**config.mk**
```make
export PLATFORM = sky130hd
export DESIGN_NAME = bidir_io_port
export DESIGN_NICKNAME = d
export VERILOG_FILES = /design/src/rtl/bidir_io_pkg.sv /design/src/rtl/bidir_io_ctrl.sv /design/src/rtl/bidir_io_dpath.sv /design/src/rtl/bidir_io_port.sv
export SDC_FILE = /design/constraint.sdc
export NUM_CORES = 1
export LEC_CHECK = 0
export ABC_AREA = 1
export ABC_CLOCK_PERIOD_IN_PS = 900
export BUFFER_PORTS_ARGS = -buffer_cell sky130_fd_sc_hd__buf_2
export CAP_MARGIN = 25
export CORE_MARGIN = 4
export CORE_UTILIZATION = 48
export CTS_BUF_LIST = sky130_fd_sc_hd__clkbuf_4
export DETAILED_ROUTE_END_ITERATION = 10
export GPL_ROUTABILITY_DRIVEN = 0
export GPL_TIMING_DRIVEN = 0
export PLACE_DENSITY_LB_ADDON = 0.05
export SETUP_SLACK_MARGIN = 0.3
export SKIP_LAST_GASP = 1
export SYNTH_ARGS = -nofsm -noshare
export SYNTH_HDL_FRONTEND = slang
export SYNTH_SLANG_ARGS = --single-unit
```
**constraint.sdc**
```tcl
create_clock -name clk -period 0.9 [get_ports clk]
set_input_delay 0.09 -clock clk [delete_from_list [all_inputs] [get_ports clk]]
set_output_delay 0.09 -clock clk [all_outputs]
set_load 0.01 [all_outputs]
```
**src/rtl/bidir_io_pkg.sv**
```systemverilog
package bidir_io_pkg;
  typedef struct packed {
    logic datWe;
    logic dirWe;
    logic rdDir;
    logic rdExt;
  } ioStrobe_t;
endpackage

```
**src/rtl/bidir_io_ctrl.sv**
```systemverilog
module bidir_io_ctrl
  import bidir_io_pkg::*;
#(
  parameter int WIDTH = 8
) (
  input  logic             emuMode,
  input  logic             busSel,
  input  logic             busWr,
  input  logic [WIDTH-1:0] busWrData,
  output ioStrobe_t        strobe,
  output logic             extWrStb,
  output logic             extWrSel,
  output logic [WIDTH-1:0] extWrData
);
  // Internal write enables do not depend on emulation: writes always land.
  always_comb begin
    strobe.datWe = busWr & ~busSel;
    strobe.dirWe = busWr & busSel;
    strobe.rdDir = busSel;
    strobe.rdExt = emuMode;
  end

  // Mirror toward the external bus only in emulation.
  assign extWrStb  = busWr & emuMode;
  assign extWrSel  = busSel;
  assign extWrData = busWrData;
endmodule

```
**src/rtl/bidir_io_dpath.sv**
```systemverilog
module bidir_io_dpath
  import bidir_io_pkg::*;
#(
  parameter int WIDTH       = 8,
  parameter int SYNC_STAGES = 2
) (
  input  logic             clk,
  input  logic             rstN,
  input  ioStrobe_t        strobe,
  input  logic [WIDTH-1:0] busWrData,
  input  logic [WIDTH-1:0] extRdData,
  input  logic [WIDTH-1:0] pinIn,
  output logic [WIDTH-1:0] busRdData,
  output logic [WIDTH-1:0] pinOut,
  output logic [WIDTH-1:0] pinOe
);
  localparam int LAST = SYNC_STAGES - 1;

  logic [WIDTH-1:0] datReg;
  logic [WIDTH-1:0] dirReg;
  logic [SYNC_STAGES-1:0][WIDTH-1:0] syncChain;
  logic [WIDTH-1:0] datView;

  always_ff @(posedge clk or negedge rstN) begin
    if (!rstN) begin
      datReg <= '0;
      dirReg <= '0;
    end else begin
      if (strobe.datWe) datReg <= busWrData;
      if (strobe.dirWe) dirReg <= busWrData;
    end
  end

  always_ff @(posedge clk or negedge rstN) begin
    if (!rstN) begin
      syncChain <= '0;
    end else begin
      for (int s = LAST; s > 0; s--) syncChain[s] <= syncChain[s-1];
      syncChain[0] <= pinIn;
    end
  end

  for (genvar b = 0; b < WIDTH; b++) begin : g_bit
    assign datView[b] = dirReg[b] ? datReg[b] : syncChain[LAST][b];
  end

  always_comb begin
    if (strobe.rdExt)      busRdData = extRdData;
    else if (strobe.rdDir) busRdData = dirReg;
    else                   busRdData = datView;
  end

  assign pinOut = datReg;
  assign pinOe  = dirReg;
endmodule

```
**src/rtl/bidir_io_port.sv**
```systemverilog
module bidir_io_port
  import bidir_io_pkg::*;
#(
  parameter int WIDTH       = 8,
  parameter int SYNC_STAGES = 2
) (
  input  logic             clk,
  input  logic             rstN,
  input  logic             emuMode,
  input  logic             busSel,
  input  logic             busWr,
  input  logic [WIDTH-1:0] busWrData,
  output logic [WIDTH-1:0] busRdData,
  input  logic [WIDTH-1:0] extRdData,
  output logic             extWrStb,
  output logic             extWrSel,
  output logic [WIDTH-1:0] extWrData,
  input  logic [WIDTH-1:0] pinIn,
  output logic [WIDTH-1:0] pinOut,
  output logic [WIDTH-1:0] pinOe
);
  ioStrobe_t strobe;

  bidir_io_ctrl #(.WIDTH(WIDTH)) u_ctrl (
    .emuMode   (emuMode),
    .busSel    (busSel),
    .busWr     (busWr),
    .busWrData (busWrData),
    .strobe    (strobe),
    .extWrStb  (extWrStb),
    .extWrSel  (extWrSel),
    .extWrData (extWrData)
  );

  bidir_io_dpath #(.WIDTH(WIDTH), .SYNC_STAGES(SYNC_STAGES)) u_dpath (
    .clk       (clk),
    .rstN      (rstN),
    .strobe    (strobe),
    .busWrData (busWrData),
    .extRdData (extRdData),
    .pinIn     (pinIn),
    .busRdData (busRdData),
    .pinOut    (pinOut),
    .pinOe     (pinOe)
  );
endmodule

```
* After elaboration in Yosys (flattened, before gate mapping)
Cells that the tools add are included.
Operators by class: add/subtract/negate cells 0, multipliers 0, divide/modulo/power cells 0, order comparisons 0, equality and inequality tests 0, shifts and indexed selects 0, multiplexer cells 10, bitwise operators 4, reductions and logical operators 0
Operators by type and width (count):
- $mux W8 | 2
- $mux W1 | 8
- $and A1 B1 Y1 | 3
- $not A1 Y1 | 1
Storage, ports and cells: register bits after elaboration 32, latch bits 0, bits in writable memories 0, bits in read-only memories 0, input bits 29, output and inout bits 34, word-level logic and storage cells 18, memories 0

* Depth between registers and ports, before layout
Gate-level depths: netlist (run 1).
depth after elaboration 3, gate-level depth with buffers 7, depth with buffers taken out 5

* Cells and area by module
Synthesis (run 1) repeated with hierarchy kept, for this count alone.
Second synthesis, totals: cells, all modules 136, area total of the unflattened synthesis 1333.8 µm²
Modules (own cells, without submodules):
- bidir_io_dpath | instances 1, cells each 119, area each 1226.2 µm², seq. area each 800.8 µm²
- bidir_io_ctrl | instances 1, cells each 17, area each 107.6 µm², seq. area each 0.0 µm²

* Worst setup path after synthesis (run 1)
OpenSTA, ideal clock, no wires.
path kind flip-flop to output port, start register u_dpath.dirReg[0] (netlist: u_dpath.pinOe[0]), end output busRdData[0], arrival 734 ps, data required time 810 ps, setup slack 76 ps, stages on the path, launching flop included 6, path buffers 0, cells stage by stage dfrtp_1 > nor2_1 > nand2_1 > nand2_1 > nand2_1 > nand2_1
Between the ends: word-level cells in the longest chain between the ends 3
Ends and longest elaborated chain:
- start, declared | RTL line bidir_io_dpath.sv:20 | logic [WIDTH-1:0] dirReg;
- start signal, assigned | RTL line bidir_io_dpath.sv:30 | if (strobe.dirWe) dirReg <= busWrData;
- $mux W1 | RTL line bidir_io_dpath.sv:44 | assign datView[b] = dirReg[b] ? datReg[b] : syncChain[LAST][b];
- $mux W8 (*) | RTL line bidir_io_dpath.sv:49 | else if (strobe.rdDir) busRdData = dirReg;
- $mux W8 (*) | RTL line bidir_io_dpath.sv:48 | if (strobe.rdExt) busRdData = extRdData;
- end, declared | RTL line bidir_io_port.sv:13 | output logic [WIDTH-1:0] busRdData,
Mark *: on every way between the ends. The rest lies on a longest branch, timed or not.

* Worst setup path after layout (run 1)
start register u_dpath.dirReg[2] (netlist: u_dpath.pinOe[2]), end output busRdData[2]
The elaborated chain is that of the path after synthesis.

==> results of run 1 <==
[kinds of logic after synthesis]
kind of cell | Yosys count | share of synthesized area [%]
flip-flops | 32 | 56.6
AO/OA/AOI/OAI | 23 | 12.4
AND/OR/NAND/NOR | 68 | 19.5
buffers and inverters | 26 | 11.5
[registers in the layout, summed over array words and instances (netlist names)]
register and flops:
u_dpath.syncChain 16, u_dpath.pinOe 8, u_dpath.pinOut 8
[power by group through the flow]
stage	clock [µW]	combinational, µW	sequential, µW
6_report	769	1220	1660
4_1_cts	784	1060	1650
3_5_place_dp	0	717	1690
5_1_grt	871	1320	1670
3_3_place_gp	0	699	1680
2_1_floorplan	0	375	1720
[worst max-delay path: cells and delay by family (launching register included)]
family        cells  cell delay (ns)
flops             1             0.44
simple gates      5             0.39
buf+inv           1             0.10
[synthesized netlist by cell type]
library cell,number,share of area (%)
dfrtp_1,32,57
nand2_1,55,15
nor2_1,6,1.6
nor2_2,2,0.88
nand2_2,3,1.3
o21ai_2,16,9.9
inv_2,2,0.53
buf_4,9,4.8
inv_1,10,2.7
o21ai_1,7,2.5
nand3_1,1,0.35
buf_2,1,0.35
buf_6,4,3.2
nand2_4,1,0.80
[cells in the final DEF (no fill, tap or decap)]
cell            n
dfrtp_2         1
nor2_2          3
clkinv_2        2
buf_2          44
buf_4          10
dlygate4sd3_1   8
inv_2           1
inv_4           1
dfrtp_1        31
nand2_2        20
buf_8           2
clkinv_1        1
nor2_1          5
buf_6          42
clkbuf_4        5
o21ai_1         7
inv_1          10
o21ai_2        16
nand2_4         3
nand2_1        36
nand3_1         1
[per-layer routing]
| metal | global-route usage (%) | up-vias | routed length [µm] |
|---|---|---|---|
| met2 | 36.3 | 56 | 2250 |
| met4 | 7.16 | 0 | 76 |
| li1 | - | 646 | - |
| met3 | 5.95 | 9 | 299 |
| met5 | 0 | - | 0 |
| met1 | 22.4 | 639 | 1500 |
[final cells by class]
cell class / instances / share of cell area, %
buffer: 14 / 5.64
tap: 31 / 1.66
clock buffer: 5 / 1.61
inverter: 12 / 2.04
timing repair buffer: 92 / 32.1
multi-input combinational: 91 / 22.0
clock inverter: 3 / 0.591
sequential: 32 / 34.4
[worst paths after layout]
check                           slack (ns)  cells after the start                    to            startpoint
max in group asynchronous             0.62                      1      u_dpath.pinOe[2]                  rstN
worst min register to register        0.35                      0  u_dpath.syncChain[8]  u_dpath.syncChain[0]
worst max-delay path                 -0.45                      6          busRdData[2]      u_dpath.pinOe[2]
worst max register to register       -0.14                      6     u_dpath.pinOut[5]     u_dpath.pinOut[5]
worst min-delay path                 -0.20                      1     u_dpath.pinOut[2]                  rstN
min in group clk                      0.04                      3      u_dpath.pinOe[4]          busWrData[4]
[metrics by stage]
stage               hold slack, ns  std cells
floorplan                   -0.206        149
global placement             0.167        240
detailed placement           0.177        240
CTS                         -0.190        270
global route                -0.159        280
finish                      -0.204        280
[what timing repair did]
item                                    4_1_cts  5_1_grt
buffers inserted                             14       10
pin swaps                                     3        0
resized for setup                            36       19
endpoints found under the hold margin        40       32
endpoints found under the setup margin       41       41
==> flow_metrics.py, run 1 <==
metrics = {
    "outcome": {
        "status": "finished, violations left",
        "violations": "hold timing, setup timing",
    },
    "floorplanning": {
        "rows": 19,
        "coreArea_um2": 2780,
        "start_util_pct": 50.9,
        "die_h_um": 62.3,
        "io_pins": 63,
        "die_w_um": 62.3,
        "die_area_um2": 3880,
    },
    "drt": {
        "drt-total-wl_mm": 4.13,
        "vias_per_cell": 4.82,
        "drc": 0,
        "drtIter0Drc": 30,
        "ant_nets": 0,
        "num_vias": 1350,
        "drt_first_pass_iters": 4,
        "wl_per_cell_um": 14.7,
    },
    "sta": {
        "maxSlewViolCount": 0,
        "tightestPinTransition_ns": 0.692,
        "whs_ns": -0.204,
        "skew_ns": 0.00459,
        "rsz0062_at_grt": "yes",
        "setup_ws_ns": -0.448,
        "relSlewSlack_pct": 53.8,
        "fin_tns_setup_ns": -5.71,
        "setup_violations": 26,
        "fmax_ghz": 0.742,
        "fin_crit_sh_pct": 150,
        "finalHoldViolCount": 32,
        "fin_crit_ns": 1.35,
    },
    "critical_path": {
        "worst_ep_arrival_time_ns": 1.26,
        "cp_slowest_stage_delay_ns": 0.44,
        "critPathCaptureType": "output pin",
        "path_cells": "nor2_2 -> nand2_1 -> nand2_1 -> nand2_1 -> nand2_2 -> buf_6",
        "cp-start-kind": "flip-flop",
        "critPathSlowestCell": "dfrtp_2",
        "cp_common_cell": "nand2_1",
        "path_max_fanout": 3,
        "critPathRequiredTime_ns": 0.81,
        "critPathKind": "reg -> out",
    },
    "pwr": {
        "p_int_uw": 2540,
        "p_comb_share_pct": 33.5,
        "switching_share_pct": 30.5,
        "p_seq_share_pct": 45.5,
        "p_sw_uw": 1110,
        "p_clk_share_pct": 21.1,
        "p_leak_uw": 0.00126,
        "p_per_area_nw_per_um2": 1570,
        "p_total_uw": 3650,
        "peakVddDrop_mv": 1.46,
    },
    "finish": {
        "syn_to_final_growth_pct": 64.6,
        "diodes": 0,
        "final_area_um2": 2330,
        "drive_gt1_share_pct": 60.2,
        "post-route-util_pct": 83.8,
        "nFillCells": 171,
        "multi_input_area_um2": 512,
        "ff_latch_area_um2": 802,
        "layout.nets": 277,
    },
    "cts": {
        "ctsLongestPathBuffers": 2,
        "cts.clk_slew.worst_paths_ns": 0.11,
        "cts_tree": "done",
        "clk_latency_ns": 0.33,
        "ctsRootBufferMaster": "clkbuf_4",
        "cts_sinks": 32,
        "cts_buffers": 5,
        "htree_num_levels": 2,
        "hold_buffers": 8,
    },
    "global_routing": {
        "grtUsageTotal_pct": 20.2,
        "antenna_found_initial": 0,
        "grt.overflow.total": 0,
        "grt_max_degree": 33,
        "first_global_vias": 1362,
        "grt_pass1_wl_mm": 6.18,
    },
    "synth": {
        "syn_inst": 149,
        "syn-mean-instance-area_um2": 9.50,
        "ys_warn_count": 0,
        "synth.distinct_cells": 14,
        "yosysSeqAreaShare_pct": 56.6,
        "ys_ff_latch": 32,
        "synth.cell_area_um2": 1420,
        "synth_nets": 178,
    },
    "placed_design": {
        "dpl.hpwl_mm": 2.35,
        "placed_area_um2": 1790,
        "io_buffers": 60,
        "dp_worst_setup_slack_ns": -0.0184,
    },
    "job": {
        "cap_violations": 0,
    },
    "hold_path": {
        "worstHoldPathType": "in -> async",
    },
}
No activity file was read; power rests on OpenSTA's default activity.
==> inputs of run 2 (changes only) <==
- SKIP_CTS_REPAIR_TIMING: unset -> 1
==> run 2 against run 1 <==
  * The run still ends with hold timing, setup timing left
  * Sequential cell count unchanged
  * Clock skew down 0.0024 ns
  * Utilization down 7.0 points
  * Clock power about the same
  * Final cell count down 4.6%
  * Sequential share of layout area up 3.1 points
  * Worst setup slack better by 0.069 ns
==> flow_metrics.py, run 2 (synthesis results as in run 1) <==
metrics = {
    "critical_path": {
        "critPathCaptureType": "output pin",
        "path_max_fanout": 4,
        "worst-path-buf-inv": 1,
        "cp_common_cell": "nand2_1",
        "path_cells": "nor2_1 -> nand2_1 -> nand2_1 -> nand2_1 -> nand2_2 -> buf_2",
        "rrSetupSlack_ns": 0.13,
        "r2r_start": "u_dpath.pinOe[3]",
        "rr_worst_depth": 3,
        "critPathRequiredTime_ns": 0.81,
        "cp_slowest_stage_delay_ns": 0.43,
        "critPathKind": "reg -> out",
        "critPathSlowestCell": "dfrtp_1",
        "cp.depth": 6,
        "r2r-end": "u_dpath.pinOe[3]",
        "worst_ep_arrival_time_ns": 1.19,
        "crit_family": "flip-flops",
        "cp-start-kind": "flip-flop",
    },
    "sta": {
        "rsz0062_at_grt": "yes",
        "maxSlewViolCount": 0,
        "relSlewSlack_pct": 53.3,
        "fmax_ghz": 0.782,
        "whs_ns": -0.202,
        "finalHoldViolCount": 32,
        "setup_ws_ns": -0.379,
        "skew_ns": 0.00217,
        "fin_tns_setup_ns": -4.62,
        "tightestPinTransition_ns": 0.701,
        "setup_violations": 24,
        "fin_crit_ns": 1.28,
        "fin_crit_sh_pct": 142,
    },
    "pwr": {
        "p_comb_share_pct": 28.7,
        "p_sw_uw": 1030,
        "switching_share_pct": 30.4,
        "p_clk_share_pct": 22.5,
        "p_per_area_nw_per_um2": 1590,
        "p_seq_share_pct": 48.8,
        "p_int_uw": 2370,
        "peakVddDrop_mv": 1.26,
        "p_leak_uw": 0.00117,
    },
    "global_routing": {
        "grtUsageTotal_pct": 17.2,
        "antenna_found_initial": 0,
        "first_global_vias": 1236,
        "grt.overflow.total": 0,
        "grt_max_degree": 33,
        "grt_pass1_wl_mm": 5.30,
    },
    "finish": {
        "syn_to_final_growth_pct": 50.8,
        "layout_common_cells": "buf_2 (49), nand2_1 (38), dfrtp_1 (32), buf_6 (23), nand2_2 (19)",
        "drive_gt1_share_pct": 56.4,
        "layout_commonest_cell": "buf_2",
        "diodes": 0,
        "layout.nets": 264,
        "largest_reg_flops": 16,
        "final_cells": 267,
        "post-route-util_pct": 76.7,
        "regMostFlops": "u_dpath.syncChain",
        "nFillCells": 203,
    },
    "floorplanning": {
        "die_h_um": 62.3,
        "die_area_um2": 3880,
        "start_util_pct": 50.9,
        "rows": 19,
        "io_pins": 63,
        "coreArea_um2": 2780,
        "die_w_um": 62.3,
    },
    "cts": {
        "ctsLongestPathBuffers": 2,
        "cts_buffers": 5,
        "clk_latency_ns": 0.32,
        "cts.clk_slew.worst_paths_ns": 0.11,
        "ctsRootBufferMaster": "clkbuf_4",
        "htree_num_levels": 2,
        "cts_sinks": 32,
        "cts_tree": "done",
    },
    "drt": {
        "ant_nets": 0,
        "wl_per_cell_um": 13.4,
        "drt_first_pass_iters": 4,
        "drtIter0Drc": 23,
        "drc": 0,
        "drt-total-wl_mm": 3.58,
        "vias_per_cell": 4.74,
        "num_vias": 1266,
    },
    "outcome": {
        "violations": "hold timing, setup timing",
        "status": "finished, violations left",
    },
    "placed_design": {
        "dp_worst_setup_slack_ns": -0.0184,
        "dpl.hpwl_mm": 2.35,
        "dp.cells": 240,
        "io_buffers": 60,
    },
    "hold_path": {
        "worstHoldPathType": "in -> async",
    },
    "job": {
        "cap_violations": 0,
    },
}
run 2: through the flow:
stage               hold slack (ns)  power [µW]  cell area (µm²)
floorplan                    -0.206        2090             1450
global placement              0.167        2380             1790
detailed placement            0.177        2400             1790
CTS                          -0.190        3160             1840
global route                 -0.150        3590             2130
finish                       -0.202        3400             2130
run 2: worst max path at each step:
| stage | from | slack, ns | to |
|---|---|---|---|
| 2_1_floorplan | u_dpath.pinOe[0] | 0.09 | busRdData[0] |
| 3_3_place_gp | u_dpath.pinOe[6] | -0.003 | busRdData[6] |
| 3_5_place_dp | busSel | -0.02 | busRdData[1] |
| 4_1_cts | u_dpath.pinOut[1] | -0.39 | busRdData[1] |
| 5_1_grt | u_dpath.pinOe[6] | -0.47 | busRdData[6] |
| 6_report | u_dpath.pinOe[1] | -0.38 | busRdData[1] |
run 2: power by group through the flow:
stage / Sequential, µW / Combinational, µW / Clock [µW]
global route: 1670 / 1070 / 856
detailed placement: 1690 / 717 / 0
floorplan: 1720 / 375 / 0
finish: 1660 / 975 / 766
global placement: 1680 / 699 / 0
CTS: 1660 / 718 / 784
run 2: routing by layer:
| layer | vias up | GRT usage [%] | part of all wire (%) |
|---|---|---|---|
| met1 | 597 | 19.4 | 40 |
| met5 | - | 0 | 0 |
| met2 | 42 | 30.1 | 53 |
| li1 | 622 | - | - |
| met3 | 5 | 4.86 | 6.5 |
| met4 | 0 | 7.16 | 1.2 |
run 2: area by class of cell:
cell class / instances / area, µm² / share of cell area [%]
flip-flops and latches: 32 / 801 / 37.5
repair buffers: 79 / 566 / 26.5
multi-input cells: 91 / 499 / 23.4
plain buffers: 14 / 131 / 6.15
inverters: 12 / 47.5 / 2.23
well taps: 31 / 38.8 / 1.82
clock buffers: 5 / 37.5 / 1.76
clock inverters: 3 / 13.8 / 0.645
==> inputs of run 3 (changes only) <==
- CORE_MARGIN: 4 -> unset
- PLACE_DENSITY: unset -> 0.83
- PLACE_DENSITY_LB_ADDON: 0.05 -> unset
==> run 3 against run 2 <==
  * The flow still finishes with violations (hold timing, setup timing)
  * Combinational power fell by 5.9%
  * Utilization is 0.67 points lower
  * Register-to-register slack lost 0.05 ns
  * Die area shrank 18%
  * Hold slack got worse by 0.020 ns
  * Critical endpoint is now busRdData[4]
  * Highest routed layer unchanged
==> flow_metrics.py, run 3 (synthesis results as in run 1) <==
metrics = {
    "drt": {
        "drt-total-wl_mm": 3.19,
        "drc": 0,
        "ant_nets": 0,
        "drt_first_pass_iters": 4,
        "drtIter0Drc": 25,
        "num_vias": 1228,
        "wl_per_cell_um": 11.9,
        "vias_per_cell": 4.60,
    },
    "critical_path": {
        "cp-start-kind": "flip-flop",
        "worst-path-buf-inv": 1,
        "path_cells": "nor2_2 -> nand2_1 -> nand2_1 -> nand2_1 -> nand2_2 -> buf_2",
        "critPathCaptureType": "output pin",
        "critPathRequiredTime_ns": 0.81,
        "path_max_fanout": 4,
        "worst_ep_arrival_time_ns": 1.20,
        "crit_family": "flip-flops",
        "cp_common_cell": "nand2_1",
        "critPathSlowestCell": "dfrtp_1",
        "critPathKind": "reg -> out",
        "cp_slowest_stage_delay_ns": 0.44,
    },
    "pwr": {
        "p_sw_uw": 1000,
        "switching_share_pct": 27.8,
        "peakVddDrop_mv": 1.74,
        "p_leak_uw": 0.00116,
        "p_int_uw": 2610,
        "p_clk_share_pct": 28.6,
        "p_per_area_nw_per_um2": 1710,
        "p_seq_share_pct": 46.0,
        "p_comb_share_pct": 25.4,
    },
    "cts": {
        "ctsRootBufferMaster": "clkbuf_4",
        "ctsLongestPathBuffers": 2,
        "cts_buffers": 5,
        "cts.clk_slew.worst_paths_ns": 0.09,
        "htree_num_levels": 2,
        "cts_sinks": 32,
        "cts_tree": "done",
        "clk_latency_ns": 0.33,
    },
    "sta": {
        "setup_ws_ns": -0.387,
        "fin_crit_sh_pct": 143,
        "whs_ns": -0.222,
        "fmax_ghz": 0.777,
        "maxSlewViolCount": 0,
        "skew_ns": 0.00336,
        "relSlewSlack_pct": 55.3,
        "finalHoldViolCount": 32,
        "tightestPinTransition_ns": 0.671,
        "rsz0062_at_grt": "yes",
        "fin_crit_ns": 1.29,
        "setup_violations": 24,
        "fin_tns_setup_ns": -4.97,
    },
    "finish": {
        "layout.nets": 264,
        "largest_reg_flops": 16,
        "layout_commonest_cell": "buf_2",
        "drive_gt1_share_pct": 55.1,
        "nFillCells": 203,
        "syn_to_final_growth_pct": 49.5,
        "regMostFlops": "u_dpath.syncChain",
        "layout_common_cells": "buf_2 (55), nand2_1 (40), dfrtp_1 (32), buf_6 (17), nand2_2 (17)",
        "diodes": 0,
    },
    "global_routing": {
        "antenna_found_initial": 0,
        "first_global_vias": 1046,
        "grt_max_degree": 33,
        "grt_pass1_wl_mm": 4.57,
        "grtUsageTotal_pct": 20.2,
        "grt.overflow.total": 0,
    },
    "floorplanning": {
        "die_h_um": 56.3,
        "start_util_pct": 50.9,
        "die_area_um2": 3170,
        "die_w_um": 56.3,
        "coreArea_um2": 2780,
        "rows": 19,
        "io_pins": 63,
    },
    "hold_path": {
        "worstHoldPathType": "in -> async",
    },
    "outcome": {
        "status": "finished, violations left",
        "violations": "hold timing, setup timing",
    },
    "job": {
        "cap_violations": 0,
    },
    "placed_design": {
        "io_buffers": 60,
        "dpl.hpwl_mm": 2.10,
    },
}
run 3: layout make-up:
class | count | area, µm² | share of cell area [%]
Multi-Input combinational cell | 91 | 494 | 23.4
Clock buffer | 5 | 37.5 | 1.77
Clock inverter | 3 | 37.5 | 1.77
Buffer | 14 | 128 | 6.03
Sequential cell | 32 | 801 | 37.8
Timing Repair Buffer | 79 | 532 | 25.1
Tap cell | 31 | 38.8 | 1.83
Inverter | 12 | 47.5 | 2.25
run 3: worst paths after layout:
check / from / endpoint / slack (ns) / cells after the start
worst min-delay path: rstN / u_dpath.pinOe[3] / -0.22 / 1
min in group clk: busWrData[6] / u_dpath.pinOut[6] / 0.04 / 3
max in group asynchronous: rstN / u_dpath.syncChain[9] / 0.69 / 1
worst min register to register: u_dpath.syncChain[0] / u_dpath.syncChain[8] / 0.35 / 0
worst max-delay path: u_dpath.pinOe[4] / busRdData[4] / -0.39 / 6
worst max register to register: u_dpath.pinOut[5] / u_dpath.pinOut[5] / 0.08 / 4
run 3: routing by layer:
metal  part of all wire (%)  vias up  GRT usage, %
met5                      0        -             0
met4                    1.2        0          7.32
met3                    5.5        5          8.53
met2                     52       34          34.5
met1                     42      564          22.5
li1                       -      625             -
run 3: through the flow:
step	area (µm²)	setup WS [ns]	util, %	total power (µW)	instances
after detailed placement	1790	-0.0210	64.3	2390	240
after CTS	1860	-0.402	67.0	3420	248
after global routing	2120	-0.491	76.1	3830	267
after floorplan	1450	0.0855	-	2090	149
final	2120	-0.387	76.1	3620	267
after global placement	1790	-0.000776	64.3	2370	240
run 3: power by group through the flow:
stage,Combinational (µW),Sequential [µW],Clock (µW)
after floorplan,375,1720,0
after global placement,687,1680,0
after detailed placement,702,1690,0
after CTS,704,1660,1050
after global routing,1000,1670,1150
final,917,1660,1040
